[config.mk]
export PLATFORM = sky130hd
export DESIGN_NAME = nvs_supervisor
export DESIGN_NICKNAME = d
export VERILOG_FILES = /design/src/rtl/nvs_pkg.sv /design/src/rtl/nvs_level_filter.sv /design/src/rtl/nvs_power_fsm.sv /design/src/rtl/nvs_strobe_gate.sv /design/src/rtl/nvs_supervisor.sv
export SDC_FILE = /design/constraint.sdc
export NUM_CORES = 1
export LEC_CHECK = 0
export BUFFER_PORTS_ARGS = -buffer_cell sky130_fd_sc_hd__buf_2
export CAP_MARGIN = 15
export CORE_UTILIZATION = 31
export CTS_CLUSTER_SIZE = 40
export DETAILED_ROUTE_END_ITERATION = 10
export GPL_TIMING_DRIVEN = 0
export PLACE_DENSITY = 0.54
export SLEW_MARGIN = 5
export SYNTH_ARGS = -nofsm -noshare
export SYNTH_HDL_FRONTEND = slang
export SYNTH_HIERARCHICAL = 1
export SYNTH_SLANG_ARGS = --single-unit
export TNS_END_PERCENT = 1
[constraint.sdc]
create_clock -name clk_i -period 3.95 [get_ports clk_i]
set_input_delay 0.5925 -clock clk_i [delete_from_list [all_inputs] [get_ports clk_i]]
set_output_delay 0.5925 -clock clk_i [all_outputs]
set_load 0.03 [all_outputs]
[src/rtl/nvs_pkg.sv]
package nvs_pkg;
  typedef enum logic [1:0] {
    ST_SEALED  = 2'd0,
    ST_NORMAL  = 2'd1,
    ST_PROTECT = 2'd2,
    ST_BACKUP  = 2'd3
  } pwr_state_e;

  // debounced level indices
  localparam int LV_FULL   = 0;  // above full-operation level
  localparam int LV_PROT   = 1;  // at or below protection level
  localparam int LV_SWITCH = 2;  // below backup switchover
  localparam int LV_SEAL   = 3;  // above seal-release level
  localparam int NUM_LV    = 4;
endpackage

[src/rtl/nvs_level_filter.sv]
module nvs_level_filter #(
  parameter int  FILT_LEN = 4,
  parameter logic RST_VAL = 1'b0
) (
  input  logic clk_i,
  input  logic rst_i,
  input  logic raw_i,
  output logic filt_o
);
  localparam int CW = (FILT_LEN > 2) ? $clog2(FILT_LEN) : 1;
  localparam logic [CW-1:0] LAST = CW'(FILT_LEN - 1);

  logic [CW-1:0] run_q;
  logic          filt_q;

  always_ff @(posedge clk_i) begin
    if (rst_i) begin
      run_q  <= '0;
      filt_q <= RST_VAL;
    end else if (raw_i == filt_q) begin
      run_q <= '0;
    end else if (run_q == LAST) begin
      run_q  <= '0;
      filt_q <= raw_i;
    end else begin
      run_q <= run_q + 1'b1;
    end
  end

  assign filt_o = filt_q;

  // the debounced level only ever moves toward the value last sampled
  a_r9_follows_raw: assert property (@(posedge clk_i) disable iff (rst_i)
    (filt_q != $past(filt_q)) |-> (filt_q == $past(raw_i)))
    else $error("filter moved away from its input");
endmodule

[src/rtl/nvs_power_fsm.sv]
module nvs_power_fsm
  import nvs_pkg::*;
(
  input  logic             clk_i,
  input  logic             rst_i,
  input  logic [NUM_LV-1:0] lv_i,
  output pwr_state_e       state_o
);
  pwr_state_e state_q, state_d;
  logic       seal_open_q;

  always_comb begin
    state_d = state_q;
    if (lv_i[LV_SWITCH]) begin
      state_d = seal_open_q ? ST_BACKUP : ST_SEALED;
    end else if (state_q == ST_NORMAL) begin
      if (lv_i[LV_PROT]) state_d = ST_PROTECT;
    end else begin
      state_d = lv_i[LV_FULL] ? ST_NORMAL : ST_PROTECT;
    end
  end

  always_ff @(posedge clk_i) begin
    if (rst_i) begin
      state_q     <= ST_SEALED;
      seal_open_q <= 1'b0;
    end else begin
      state_q <= state_d;
      if (lv_i[LV_SEAL]) seal_open_q <= 1'b1;
    end
  end

  assign state_o = state_q;

  // seal, once opened, never closes again before reset
  a_r8_seal_sticky: assert property (@(posedge clk_i) disable iff (rst_i)
    seal_open_q |=> seal_open_q)
    else $error("seal closed again");

  // backup mode is reachable only with the seal released
  a_r8_backup_needs_seal: assert property (@(posedge clk_i) disable iff (rst_i)
    (state_q == ST_BACKUP) |-> seal_open_q)
    else $error("backup entered while sealed");
endmodule

[src/rtl/nvs_strobe_gate.sv]
module nvs_strobe_gate
  import nvs_pkg::*;
(
  input  logic       clk_i,
  input  logic       rst_i,
  input  pwr_state_e state_i,
  input  logic       ce_n_i,
  input  logic       we_n_i,
  input  logic       oe_n_i,
  output logic       ce_n_o,
  output logic       we_n_o,
  output logic       oe_n_o,
  output logic       dq_oe_o,
  output logic       bat_on_o,
  output logic [1:0] status_o
);
  logic open_access;
  assign open_access = (state_i == ST_NORMAL);

  always_ff @(posedge clk_i) begin
    if (rst_i) begin
      ce_n_o   <= 1'b1;
      we_n_o   <= 1'b1;
      oe_n_o   <= 1'b1;
      dq_oe_o  <= 1'b0;
      bat_on_o <= 1'b0;
      status_o <= ST_SEALED;
    end else begin
      ce_n_o   <= open_access ? ce_n_i : 1'b1;
      we_n_o   <= open_access ? we_n_i : 1'b1;
      oe_n_o   <= open_access ? oe_n_i : 1'b1;
      dq_oe_o  <= open_access & ~ce_n_i & ~oe_n_i & we_n_i;
      bat_on_o <= (state_i == ST_BACKUP);
      status_o <= state_i;
    end
  end

  // any locked mode blocks the memory on the next clock
  a_r4_locked_blocks: assert property (@(posedge clk_i) disable iff (rst_i)
    (state_i != ST_NORMAL) |=> (ce_n_o && we_n_o && oe_n_o && !dq_oe_o))
    else $error("strobe leaked while locked");

  // normal mode forwards the host write strobe with one clock delay
  a_r5_write_forward: assert property (@(posedge clk_i) disable iff (rst_i)
    (state_i == ST_NORMAL) |=> (we_n_o == $past(we_n_i)))
    else $error("write strobe not forwarded");
endmodule

[src/rtl/nvs_supervisor.sv]
module nvs_supervisor
  import nvs_pkg::*;
#(
  parameter int CODE_W      = 8,
  parameter int FILT_LEN    = 4,
  parameter int FULL_NARROW = 190,
  parameter int PROT_NARROW = 180,
  parameter int FULL_WIDE   = 180,
  parameter int PROT_WIDE   = 170,
  parameter int SEAL_LEVEL  = 170,
  parameter int SWITCH_LVL  = 120
) (
  input  logic              clk_i,
  input  logic              rst_i,
  input  logic [CODE_W-1:0] vcode_i,
  input  logic              tol_wide_i,
  input  logic              ce_n_i,
  input  logic              we_n_i,
  input  logic              oe_n_i,
  output logic              ce_n_o,
  output logic              we_n_o,
  output logic              oe_n_o,
  output logic              dq_oe_o,
  output logic              bat_on_o,
  output logic [1:0]        status_o
);
  localparam logic [CODE_W-1:0] FULL_N = CODE_W'(FULL_NARROW);
  localparam logic [CODE_W-1:0] PROT_N = CODE_W'(PROT_NARROW);
  localparam logic [CODE_W-1:0] FULL_W = CODE_W'(FULL_WIDE);
  localparam logic [CODE_W-1:0] PROT_W = CODE_W'(PROT_WIDE);
  localparam logic [CODE_W-1:0] SEAL_C = CODE_W'(SEAL_LEVEL);
  localparam logic [CODE_W-1:0] SW_C   = CODE_W'(SWITCH_LVL);
  // reset each level to the pessimistic side: low supply, sealed
  localparam logic [NUM_LV-1:0] LV_RST = 4'b0110;

  logic [CODE_W-1:0] full_thr, prot_thr;
  logic [NUM_LV-1:0] lv_raw, lv_filt;
  pwr_state_e        state;

  assign full_thr = tol_wide_i ? FULL_W : FULL_N;
  assign prot_thr = tol_wide_i ? PROT_W : PROT_N;

  assign lv_raw[LV_FULL]   = (vcode_i >  full_thr);
  assign lv_raw[LV_PROT]   = (vcode_i <= prot_thr);
  assign lv_raw[LV_SWITCH] = (vcode_i <  SW_C);
  assign lv_raw[LV_SEAL]   = (vcode_i >  SEAL_C);

  for (genvar g = 0; g < NUM_LV; g++) begin : g_filt
    nvs_level_filter #(
      .FILT_LEN (FILT_LEN),
      .RST_VAL  (LV_RST[g])
    ) i_filt (
      .clk_i  (clk_i),
      .rst_i  (rst_i),
      .raw_i  (lv_raw[g]),
      .filt_o (lv_filt[g])
    );
  end

  nvs_power_fsm i_fsm (
    .clk_i   (clk_i),
    .rst_i   (rst_i),
    .lv_i    (lv_filt),
    .state_o (state)
  );

  nvs_strobe_gate i_gate (
    .clk_i    (clk_i),
    .rst_i    (rst_i),
    .state_i  (state),
    .ce_n_i   (ce_n_i),
    .we_n_i   (we_n_i),
    .oe_n_i   (oe_n_i),
    .ce_n_o   (ce_n_o),
    .we_n_o   (we_n_o),
    .oe_n_o   (oe_n_o),
    .dq_oe_o  (dq_oe_o),
    .bat_on_o (bat_on_o),
    .status_o (status_o)
  );

  // the backup flag and the backup status code move together
  a_r7_flag_matches_status: assert property (@(posedge clk_i) disable iff (rst_i)
    bat_on_o == (status_o == 2'd3))
    else $error("backup flag disagrees with status");
endmodule

Word level (Yosys, flattened, before mapping)
Cells that the tools add are included.
W data, S select, Z words.
- add/subtract/negate cells: 4
- $lt $le $gt $ge: 4
- equality and inequality tests: 11
- muxes and demuxes: 7
- bitwise gates (word level): 10
- reductions and logical operators: 9
- operators with widths (kind ; count):
    $reduce_or A3 Y1 ; 4
    $eq A2 B2 Y1 const B ; 5
    $mux W2 ; 5
    $add A2 B1 Y2 const B ; 4
    $gt A8 B8 Y1 ; 1
    $gt A8 B8 Y1 const B ; 1
    $le A8 B8 Y1 ; 1
    $lt A8 B7 Y1 const B ; 1
    $reduce_and A2 Y1 ; 4
    $not A1 Y1 ; 7
    $mux W5 ; 1
    $eq A1 B1 Y1 ; 4
    $mux W4 ; 1
    $and A1 B1 Y1 ; 3
    $ne A3 B3 Y1 const B ; 1
    $eq A2 B1 Y1 const B ; 1
    $reduce_or A2 Y1 ; 1
- register bits after elaboration: 22
- bits of input ports: 14
- output and inout port bits: 7
- logic and storage cells: 61

Depth between registers and ports, before layout
Gate-level depths: netlist of run 1.
- depth in word-level cells: 5
- gate-level depth with buffers: 8
- gate-level depth less buffers: 8

Modules after synthesis
The synthesis of run 1 kept the hierarchy.
- by module, submodules not included (module ; instances ; cells an instance ; area an instance (µm²) ; seq. area each (µm²)):
    nvs_supervisor ; 1 ; 34 ; 247.7 ; 0.0
    nvs_level_filter (g_filt[1].i_filt ...) ; 2 ; 9 ; 118.9 ; 60.1
    nvs_level_filter (g_filt[0].i_filt ...) ; 2 ; 9 ; 116.4 ; 60.1
    nvs_strobe_gate ; 1 ; 15 ; 202.7 ; 140.1
    nvs_power_fsm ; 1 ; 13 ; 121.4 ; 60.1

Least setup slack after synthesis of run 1
OpenSTA, ideal clock, no wires.
- path type: in2reg
- start: in vcode_i[2]
- end: reg g_filt[1].i_filt.run_q[1]
- library setup time: 87 ps
- data arrival time: 1721 ps
- setup slack: 2141 ps
- cell stages on the path: 7
- path buffers: 0
- path through: ha_1 > nor2b_1 > o21ai_0 > a21oi_1 > o21ai_0 > xnor2_1 > nor4b_2
- longest elaborated chain between the ends: 3
- ends and longest elaborated chain (what ; RTL line ; RTL):
    from (decl) ; nvs_supervisor.sv:15 ; input logic [CODE_W-1:0] vcode_i,
    $le A8 B8 Y1 ; nvs_supervisor.sv:44 ; assign lv_raw[LV_PROT] = (vcode_i <= prot_thr);
    net lv_raw[1] ; nvs_supervisor.sv:37 ; logic [NUM_LV-1:0] lv_raw, lv_filt;
    $eq A1 B1 Y1 ; nvs_level_filter.sv:20 ; end else if (raw_i == filt_q) begin
    $reduce_or A3 Y1 (no line) ; - ;
    to (signal assigned) ; nvs_level_filter.sv:26 ; run_q <= run_q + 1'b1;
    to (decl) ; nvs_level_filter.sv:13 ; logic [CW-1:0] run_q;
The timed path passes the listed nets, and every way through them passes these cells.
A chain may end at the register's enable or synchronous reset.

Worst setup path after layout of run 1
Ends and elaborated chain as after synthesis.

==> flow_summary.ini, run 1 <==
[place]
io_buffers = 20
dp_cells = 162
dp_hpwl_um = 1390
dp_slack_ps = 1816
routabilityCongestion = 0.7070

[setup_path]
reg2reg_depth = 3
start_kind = input port
cp-end-kind = register
critPathCapture = g_filt[1].i_filt/run_q[1]
ff2ff_setup_slack_ps = 2920
startpoint = vcode_i[2]
timing.rr.start = i_fsm/state_o[1]
worstPathArrival_ps = 2060
r2r-end = i_fsm/state_o[0]
critPathRequiredTime_ps = 4180
path_max_fanout = 5
critical_path_class = in -> reg

[die]
die_h_um = 59.99
die_w_um = 59.99
dieArea_sq_um = 3598
core_area_sq_um = 3128
io_pins = 21
initial_core_util_pct = 33.32
rows = 20

[drt]
drt-vias-per-instance = 4.801
drc_errors = 0
num_vias = 797
drt-total-wl_um = 1775
drtIter0Drc = 17
drt_first_pass_iters = 2
wl_per_cell_um = 10.69
ant_nets = 0

[timing]
rsz0062_at_grt = false
slew-limit-headroom_pct = 74.93
finalCritPeriodShare_pct = 46.27
tightest_slew_ps = 376.1
fin_ws_ps = 2122
finalSetupTns_ps = 0
setup_viol = 0
post-route-min-period_ps = 1828
max_clock_freq_mhz = 547.2
drv_slew = 0
hold_viol = 0
fin_skew_ps = 9.776

[layout]
layout-drive-gt1-share_pct = 28.69
finalNetCount = 147
area_growth_pct = 18.37
instances_no_fill = 166
antenna_cells = 0

[global_route]
track_usage_pct = 11.46
grt_max_degree = 19
antenna_found_initial = 0
first_global_vias = 760
grt_overflow_total = 0
grt_pass1_wl_um = 3029

[pwr]
power_density_nw_per_um2 = 321.9
p_total_mw = 0.3971
vdd_ir_drop_max_uv = 94.86
p_leak_nw = 0.5043

[logic_synthesis]
yosysTopAreaCell = dfxtp_1
yosys-top-cells-area = dfxtp_1, ha_1, nor4b_2
synth_top_area_share_pct = 42.26
synth.cell_area_sq_um = 1042
syn_avg_cell_area_sq_um = 10.64
synthFlopType = dfxtp_1
async_flop_share_pct = 0
synth_edf_count = 0
synthesis.nets = 122
synth-seq-cells = 22
synth_cells = 98
yosysWarnings = 6
synthMostInstantiatedCell = dfxtp_1
ys_seq_area_share_pct = 42.26
synth.distinct_cells = 30
synth_commonest_cells = dfxtp_1, ha_1, nor2_1, a21oi_1

[clock_tree]
hold_buffers = 0
cts_resized = 0
clkSinkCount = 22
cts_max_level = 1
cts_buffer_depth = 2
numCtsBuffers = 3
root_buffer = clkbuf_4
cts_tree = yes
clock_latency_ps = 310
clkSlewWorstSetupHoldPaths_ps = 120
cts_setup_buffers = 0

[run_status]
status = completed

[run]
drv_cap = 0

[worst_hold_path]
hold_path_class = reg -> reg
-- through the flow --
| stage | instance area [sq um] | hold WS [ps] | util [%] |
|---|---|---|---|
| 6_report | 1234 | 438.3 | 39.44 |
| 5_1_grt | 1234 | 453.1 | 39.44 |
| 4_1_cts | 1234 | 441.9 | 39.44 |
| 3_5_place_dp | 1197 | 424.7 | 38.28 |
| 3_3_place_gp | 1197 | 415.6 | 38.28 |
| 2_1_floorplan | 1042 | 403.7 | - |
-- critical path, cell delays in order --
cell     delay (ps)
buf_2           120
ha_1            300
nor2b_1         130
o21ai_0         190
a21oi_1         100
o21ai_0         270
xnor2_1         140
nor4b_2         200
-- layout by cell type (no fill, tap or decap), types with 2 or more instances in the layout --
cell type / Yosys / routed
nor3b_1: 2 / 2
and2_1: 2 / 2
inv_1: 5 / 5
dfxtp_1: 22 / 22
a211o_2: 2 / 2
ha_1: 10 / 10
nor4bb_1: 2 / 2
nor2b_1: 5 / 5
xnor2_1: 4 / 4
a21oi_1: 6 / 6
mux2i_1: 2 / 2
buf_2: 0 / 20
nand2b_1: 3 / 3
nand2_1: 2 / 2
o21ai_0: 3 / 3
nor2_1: 7 / 7
nor4b_2: 4 / 4
clkbuf_4: 0 / 3
nor4_1: 4 / 4
-- sequential cells by signal, indices dropped and copies added, names as in the netlist --
name                  flops
g_filt.i_filt/filt_o      4
g_filt.i_filt/run_q       8
i_fsm/seal_open_q         1
i_fsm/state_o             2
i_gate/bat_on_o           1
i_gate/ce_n_o             1
i_gate/dq_oe_o            1
i_gate/oe_n_o             1
i_gate/status_o           2
i_gate/we_n_o             1
-- how the worst min path moves through the flow --
stage	cells after the start	slack (ps)	start	end
after floorplan	1	400	g_filt[0].i_filt/run_q[0]	g_filt[0].i_filt/run_q[0]
after global placement	1	420	g_filt[1].i_filt/run_q[0]	g_filt[1].i_filt/run_q[0]
after detailed placement	1	420	g_filt[0].i_filt/run_q[0]	g_filt[0].i_filt/run_q[0]
after CTS	1	440	g_filt[0].i_filt/run_q[0]	g_filt[0].i_filt/run_q[0]
after global routing	2	450	we_n_i	i_gate/we_n_o
final	1	440	g_filt[2].i_filt/run_q[0]	g_filt[2].i_filt/run_q[0]
-- cell families (layout without fill, tap and decap cells) --
family	count (synthesis)	in the layout	share of synthesized area [%]
buffers and inverters	5	29	1.801
muxes	2	2	1.921
AOI/OAI and AO/OA	15	15	9.604
and+or+nand+nor	40	40	29.05
adders and majority gates	10	10	12.00
xor gates and xnor gates	4	4	3.361
DFF	22	22	42.26
-- layer usage --
metal	wire, um	part of all wire (%)	vias to the layer above	global-route usage (%)
met1	771	43	367	11.96
met2	844	48	24	20.48
met4	57	3.2	0	7.973
met5	0	0	-	0
li1	-	-	401	-
met3	102	5.7	5	2.165
-- cell type report --
type / instances / area [sq um]
Inverter: 5 / 18.77
Tap cell: 44 / 55.05
Clock buffer: 4 / 36.28
Multi-Input combinational cell: 71 / 583.1
Timing Repair Buffer: 20 / 100.1
Fill cell: 325 / 1894
Sequential cell: 22 / 440.4
-- report_power, final --
part	total [mW]	internal (mW)	leakage (nW)	switching (mW)
Clock	0.123	0.0563	0.0210	0.0664
Combinational	0.0459	0.0214	0.305	0.0245
Sequential	0.228	0.226	0.178	0.00228
Total	0.397	0.304	0.504	0.0932
(Power assumes the default switching activity.)
==> run 2, diff against run 1 <==
- ABC_AREA: unset -> 1
- PLACE_DENSITY: 0.54 -> 0.53
- clock period: 3.95 -> 1.9 ns (I/O delays scaled with it)
==> run 2 against run 1 <==
Total power increased by 130%. Critical path type unchanged. Synthesized cell count increased by 68%. Final cell count increased by 42%. Register-to-register slack got worse by 1900 ps. Area after synthesis increased by 12%. Highest routed layer unchanged. Design area increased by 12%. Clock-buffer cell count unchanged. Die area increased by 11%. First-iteration DRC count increased by 47%. Global-route usage decreased by 0.19 points. Setup slack got worse by 1600 ps. Largest cell class unchanged.
==> flow_summary.ini, run 2 <==
[pwr]
vdd_ir_drop_max_uv = 466.5
p_sw_share_pct = 23.69
power_frac_seq_pct = 51.9
p_leak_nw = 0.6929
p_sw_mw = 0.2162
power_density_nw_per_um2 = 663.2
p_clk_share_pct = 35.8
combPwrFrac_pct = 12.3
p_int_mw = 0.6965

[global_route]
track_usage_pct = 11.27
grt_overflow_total = 0
first_global_vias = 907
grt_pass1_wl_um = 3581
antenna_found_initial = 0
grt_max_degree = 17

[clock_tree]
clock_latency_ps = 260
root_buffer = clkbuf_8
hold_buffers = 0
cts_setup_buffers = 0
cts_buffer_depth = 2
cts_tree = yes
clkSlewWorstSetupHoldPaths_ps = 80
numCtsBuffers = 3
cts_resized = 0
cts_max_level = 1
clkSinkCount = 22

[timing]
drv_slew = 0
fin_ws_ps = 522.8
rsz0062_at_grt = false
setup_viol = 0
hold_viol = 0
tightest_slew_ps = 358.1
slew-limit-headroom_pct = 76.12
post-route-min-period_ps = 1377
max_clock_freq_mhz = 726.1
fin_skew_ps = 1.532
finalSetupTns_ps = 0
finalCritPeriodShare_pct = 72.49

[die]
initial_core_util_pct = 33.55
io_pins = 21
rows = 21
die_w_um = 63.27
dieArea_sq_um = 4002
core_area_sq_um = 3468
die_h_um = 63.27

[setup_path]
cp_top_family = simple AND/OR/NAND/NOR gates
reg2reg_depth = 4
r2r-end = g_filt[0].i_filt/run_q[0]
path_max_fanout = 5
critPathRequiredTime_ps = 2100
cp_cell_sequence = buf_2 > inv_1 > ha_1 > inv_1 > nand3b_1 > nand3_1 > nand2_1 > nor2_1 > inv_1 > nand2_1 > nand3_2 > nor2_1
timing.rr.start = g_filt[0].i_filt/run_q[0]
cp-end-kind = register
ff2ff_setup_slack_ps = 1000
cp_slowest_cell = ha_1
critical_path_class = in -> reg
path_common_cell = inv_1
cp.depth = 12
worst-path-buf-inv = 4
slowest_delay_ps = 320
worstPathArrival_ps = 1580
start_kind = input port

[layout]
postLayoutCoreUtil_pct = 39.68
design_area_sq_um = 1376
top_register = g_filt.i_filt/run_q
area_growth_pct = 18.28
layout-drive-gt1-share_pct = 21.69
largest_reg_flops = 8
final_cell_mix = inv_1, nor2_1, nand2_1
finalNetCount = 214
antenna_cells = 0
instances_no_fill = 235
layout.cells.most_common = inv_1

[logic_synthesis]
synth_cells = 165
yosysTopAreaCell = dfxtp_1
synth_top_area_share_pct = 37.85
synth_edf_count = 0
synth_commonest_cells = inv_1, nor2_1, nand2_1, dfxtp_1, ha_1
synth-seq-cells = 22
synth.distinct_cells = 20
synth.cell_area_sq_um = 1164
synthFlopType = dfxtp_1
async_flop_share_pct = 0
synthMostInstantiatedCell = inv_1
yosysWarnings = 6
syn_avg_cell_area_sq_um = 7.052
yosys-top-cells-area = dfxtp_1, inv_1, ha_1
synthesis.nets = 189
ys_seq_area_share_pct = 37.85

[run]
drv_cap = 0

[place]
dp_slack_ps = 236.5
placed_area_sq_um = 1321
dp_hpwl_um = 1693
io_buffers = 20
routabilityCongestion = 0.7735
dp_cells = 231

[drt]
drt-total-wl_um = 2048
num_vias = 1004
wl_per_cell_um = 8.715
ant_nets = 0
drt_first_pass_iters = 4
drt-vias-per-instance = 4.272
drtIter0Drc = 25
drc_errors = 0

[worst_hold_path]
min_to = i_gate/oe_n_o
holdCritStartpoint = oe_n_i
min_path_cells = 3
hold_path_class = in -> reg

[run_status]
status = completed
## run 2: cell types whose count changed in the layout (fill, tap and decap cells not counted), moves of 3 or more
cell | previous run | this run
inv_1 | 5 | 34
nor4b_2 | 4 | 0
nor2b_1 | 5 | 0
clkbuf_4 | 3 | 0
nor4_1 | 4 | 0
nand2b_1 | 3 | 0
nand3_1 | 1 | 5
clkbuf_8 | 1 | 4
nand2_1 | 2 | 31
nor2_1 | 7 | 33
nor2_2 | 0 | 7
nand3_2 | 1 | 4
xnor2_1 | 4 | 0
## run 2: final cells by class
class	count	area [sq um]
timing repair buffer	20	100.1
tap	46	57.56
sequential	22	440.4
multi-input combinational	108	591.8
inverter	35	131.4
fill	380	2092
clock buffer	4	55.05
## run 2: worst reg2reg max path, cell delays in order, from the launching register on
cell and delay [ps]:
dfxtp_1 320, ha_1 230, nor2_2 130, nand3_2 90, nor2_1 80
## run 2: logic make-up (layout without fill, tap and decap cells)
family,Yosys count,count (layout),share of synthesized area [%]
compound gates,8,8,4.086
fa+ha+maj,10,10,10.75
buf+inv,35,59,11.29
flops,22,22,37.85
simple gates,90,90,36.02
## run 2: how the worst max path moves through the flow
stage	slack (ps)	endpoint	from
finish	520	g_filt[0].i_filt/run_q[0]	tol_wide_i
global route	340	g_filt[0].i_filt/run_q[1]	tol_wide_i
CTS	500	g_filt[0].i_filt/run_q[0]	tol_wide_i
detailed placement	240	g_filt[0].i_filt/run_q[0]	tol_wide_i
global placement	300	g_filt[0].i_filt/run_q[0]	tol_wide_i
floorplan	590	g_filt[0].i_filt/run_q[0]	tol_wide_i
## run 2: metrics by stage
stage          power [mW]  hold slack, ps
2_1_floorplan      0.5542           354.7
3_3_place_gp       0.5923           403.8
3_5_place_dp       0.5985           408.4
4_1_cts            0.9274           214.9
5_1_grt            0.9633           213.2
6_report           0.9127           219.3
## run 2: power groups by stage
stage	clock, mW	combinational (mW)	sequential, mW
after global placement	0	0.108	0.485
after detailed placement	0	0.113	0.485
after CTS	0.340	0.114	0.474
after floorplan	0	0.0696	0.485
final	0.327	0.112	0.474
after global routing	0.357	0.131	0.476
## run 2: layer usage
layer / vias to the layer above / track usage (%) / routed length, um
li1: 544 / - / -
met1: 448 / 12.69 / 954
met2: 10 / 20.30 / 1009
met3: 2 / 3.804 / 72
met4: 0 / 2.557 / 12
met5: - / 0 / 0
==> run 3, diff against run 2 <==
- PLACE_DENSITY: 0.53 -> 0.55
- clock period: 1.9 -> 1.15 ns (I/O delays scaled with it)
==> run 3 against run 2 <==
Design area increased by 6.8%. Utilization rose by 2.7 points. Combinational power increased by 95%. Sequential power increased by 65%. Global-route usage up 0.95 points. Final cell count did not move. First-iteration DRC count up 56%. Critical path type unchanged.
==> flow_summary.ini, run 3 (synthesis results as in run 2) <==
[run]
drv_cap = 0

[setup_path]
cp-end-kind = register
critical_path_class = in -> reg
path_max_fanout = 5
cp_cell_sequence = buf_12 > inv_8 > ha_4 > inv_2 > nand3b_1 > nand3_2 > nand2_2 > nor2_4 > inv_2 > nand2_2 > nand3_2 > nor2_1
start_kind = input port
critPathRequiredTime_ps = 1350
worst-path-buf-inv = 4
slowest_delay_ps = 240
cp_slowest_cell = ha_4
worstPathArrival_ps = 1230
cp_top_family = simple AND/OR/NAND/NOR gates

[clock_tree]
clkSlewWorstSetupHoldPaths_ps = 80
cts_buffer_depth = 2
cts_tree = yes
cts_max_level = 1
clock_latency_ps = 260
numCtsBuffers = 3
root_buffer = clkbuf_8
clkSinkCount = 22
cts_setup_buffers = 0

[worst_hold_path]
hold_path_class = in -> reg

[timing]
post-route-min-period_ps = 1027
rsz0062_at_grt = true
setup_viol = 0
drv_slew = 0
slew-limit-headroom_pct = 76.33
hold_viol = 0
fin_skew_ps = 6.269
finalCritPeriodShare_pct = 89.31
tightest_slew_ps = 355.1
max_clock_freq_mhz = 973.7

[global_route]
first_global_vias = 887
grtUsageMet3_pct = 4.348
top_usage_layer = met2
use_met1_pct = 15.66
antenna_found_initial = 0
grt_max_degree = 17
grt_pass1_wl_um = 3843
gr-usage-met2_pct = 18.82
grt_overflow_total = 0
track_usage_pct = 12.22

[layout]
largest_reg_flops = 8
antenna_cells = 0
postLayoutCoreUtil_pct = 42.39
final_cell_mix = inv_1, nor2_1, nand2_1
top_register = g_filt.i_filt/run_q
finalNetCount = 214
area_growth_pct = 26.34
design_area_sq_um = 1470
layout-drive-gt1-share_pct = 29.10

[die]
initial_core_util_pct = 33.55
die_w_um = 63.27
die_h_um = 63.27
core_area_sq_um = 3468
io_pins = 21
dieArea_sq_um = 4002
rows = 21

[place]
dp_hpwl_um = 1554
routabilityCongestion = 0.7298
io_buffers = 20
placed_area_sq_um = 1336

[drt]
wl_per_cell_um = 8.540
num_vias = 968
drtIter0Drc = 39
drt-vias-per-instance = 4.119
drt_first_pass_iters = 4
ant_nets = 0
drc_errors = 0
drt-total-wl_um = 2007

[pwr]
p_leak_nw = 0.7080
power_density_nw_per_um2 = 1168
vdd_ir_drop_max_uv = 819.1
p_clk_share_pct = 41.6
combPwrFrac_pct = 12.7
p_int_mw = 1.331
power_frac_seq_pct = 45.7
p_sw_mw = 0.3858
p_sw_share_pct = 22.47

[run_status]
status = completed
-- run 3: changes by cell type in the layout (fill, tap and decap cells not counted), sizes merged --
cell / change
bufinv: +1
clkbuf: -1
-- run 3: repair_timing --
action / in CTS / in global routing
setup endpoints to repair: 2 / 5
resized for setup: 2 / 20
hold buffers: 0 / 0
pin swaps: 1 / 7
-- run 3: metrics by stage --
stage,TNS [ps],power (mW),worst slack (ps),hold WS [ps],std cells
2_1_floorplan,0,0.9205,35.20,242.2,165
3_5_place_dp,-1493,0.9942,-299.4,367.5,231
3_3_place_gp,-1399,0.9909,-278.2,368.6,231
4_1_cts,0,1.716,6.417,88.14,235
5_1_grt,0,1.822,8.879,116.9,235
6_report,0,1.717,123.0,96.33,235
-- run 3: power groups by stage --
stage,sequential (mW),combinational (mW),clock [mW]
4_1_cts,0.784,0.194,0.738
6_report,0.784,0.218,0.714
3_5_place_dp,0.802,0.193,0
3_3_place_gp,0.801,0.189,0
5_1_grt,0.786,0.255,0.781
2_1_floorplan,0.801,0.120,0
-- run 3: worst register-to-register path, cell delays in order, from the launching register on --
cell     delay [ps]
dfxtp_1         330
ha_1            230
nor2_2          120
nand3_2         100
nor2_1           80
-- run 3: metal layers --
layer  vias up  routed length (um)
met5         -                   0
met4         0                  27
met3         5                  66
met2        10                 864
met1       406                1048
li1        547                   -
-- run 3: final timing paths --
| kind | depth (start not counted) | from | to | slack, ps |
|---|---|---|---|---|
| max | 12 | tol_wide_i | g_filt[0].i_filt/run_q[1] | 120 |
| min | 3 | we_n_i | i_gate/we_n_o | 100 |
| max reg2reg | 4 | g_filt[1].i_filt/run_q[0] | g_filt[1].i_filt/run_q[1] | 240 |
| min reg2reg | 1 | g_filt[3].i_filt/run_q[0] | g_filt[3].i_filt/run_q[0] | 420 |
-- run 3: area by class of cell --
class | instances | area (sq um)
clock buffer | 3 | 41.29
clock inverter | 1 | 30.03
fill | 395 | 1998
inverter | 35 | 138.9
multi-input combinational | 108 | 644.4
sequential | 22 | 440.4
tap | 46 | 57.56
timing repair buffer | 20 | 117.6
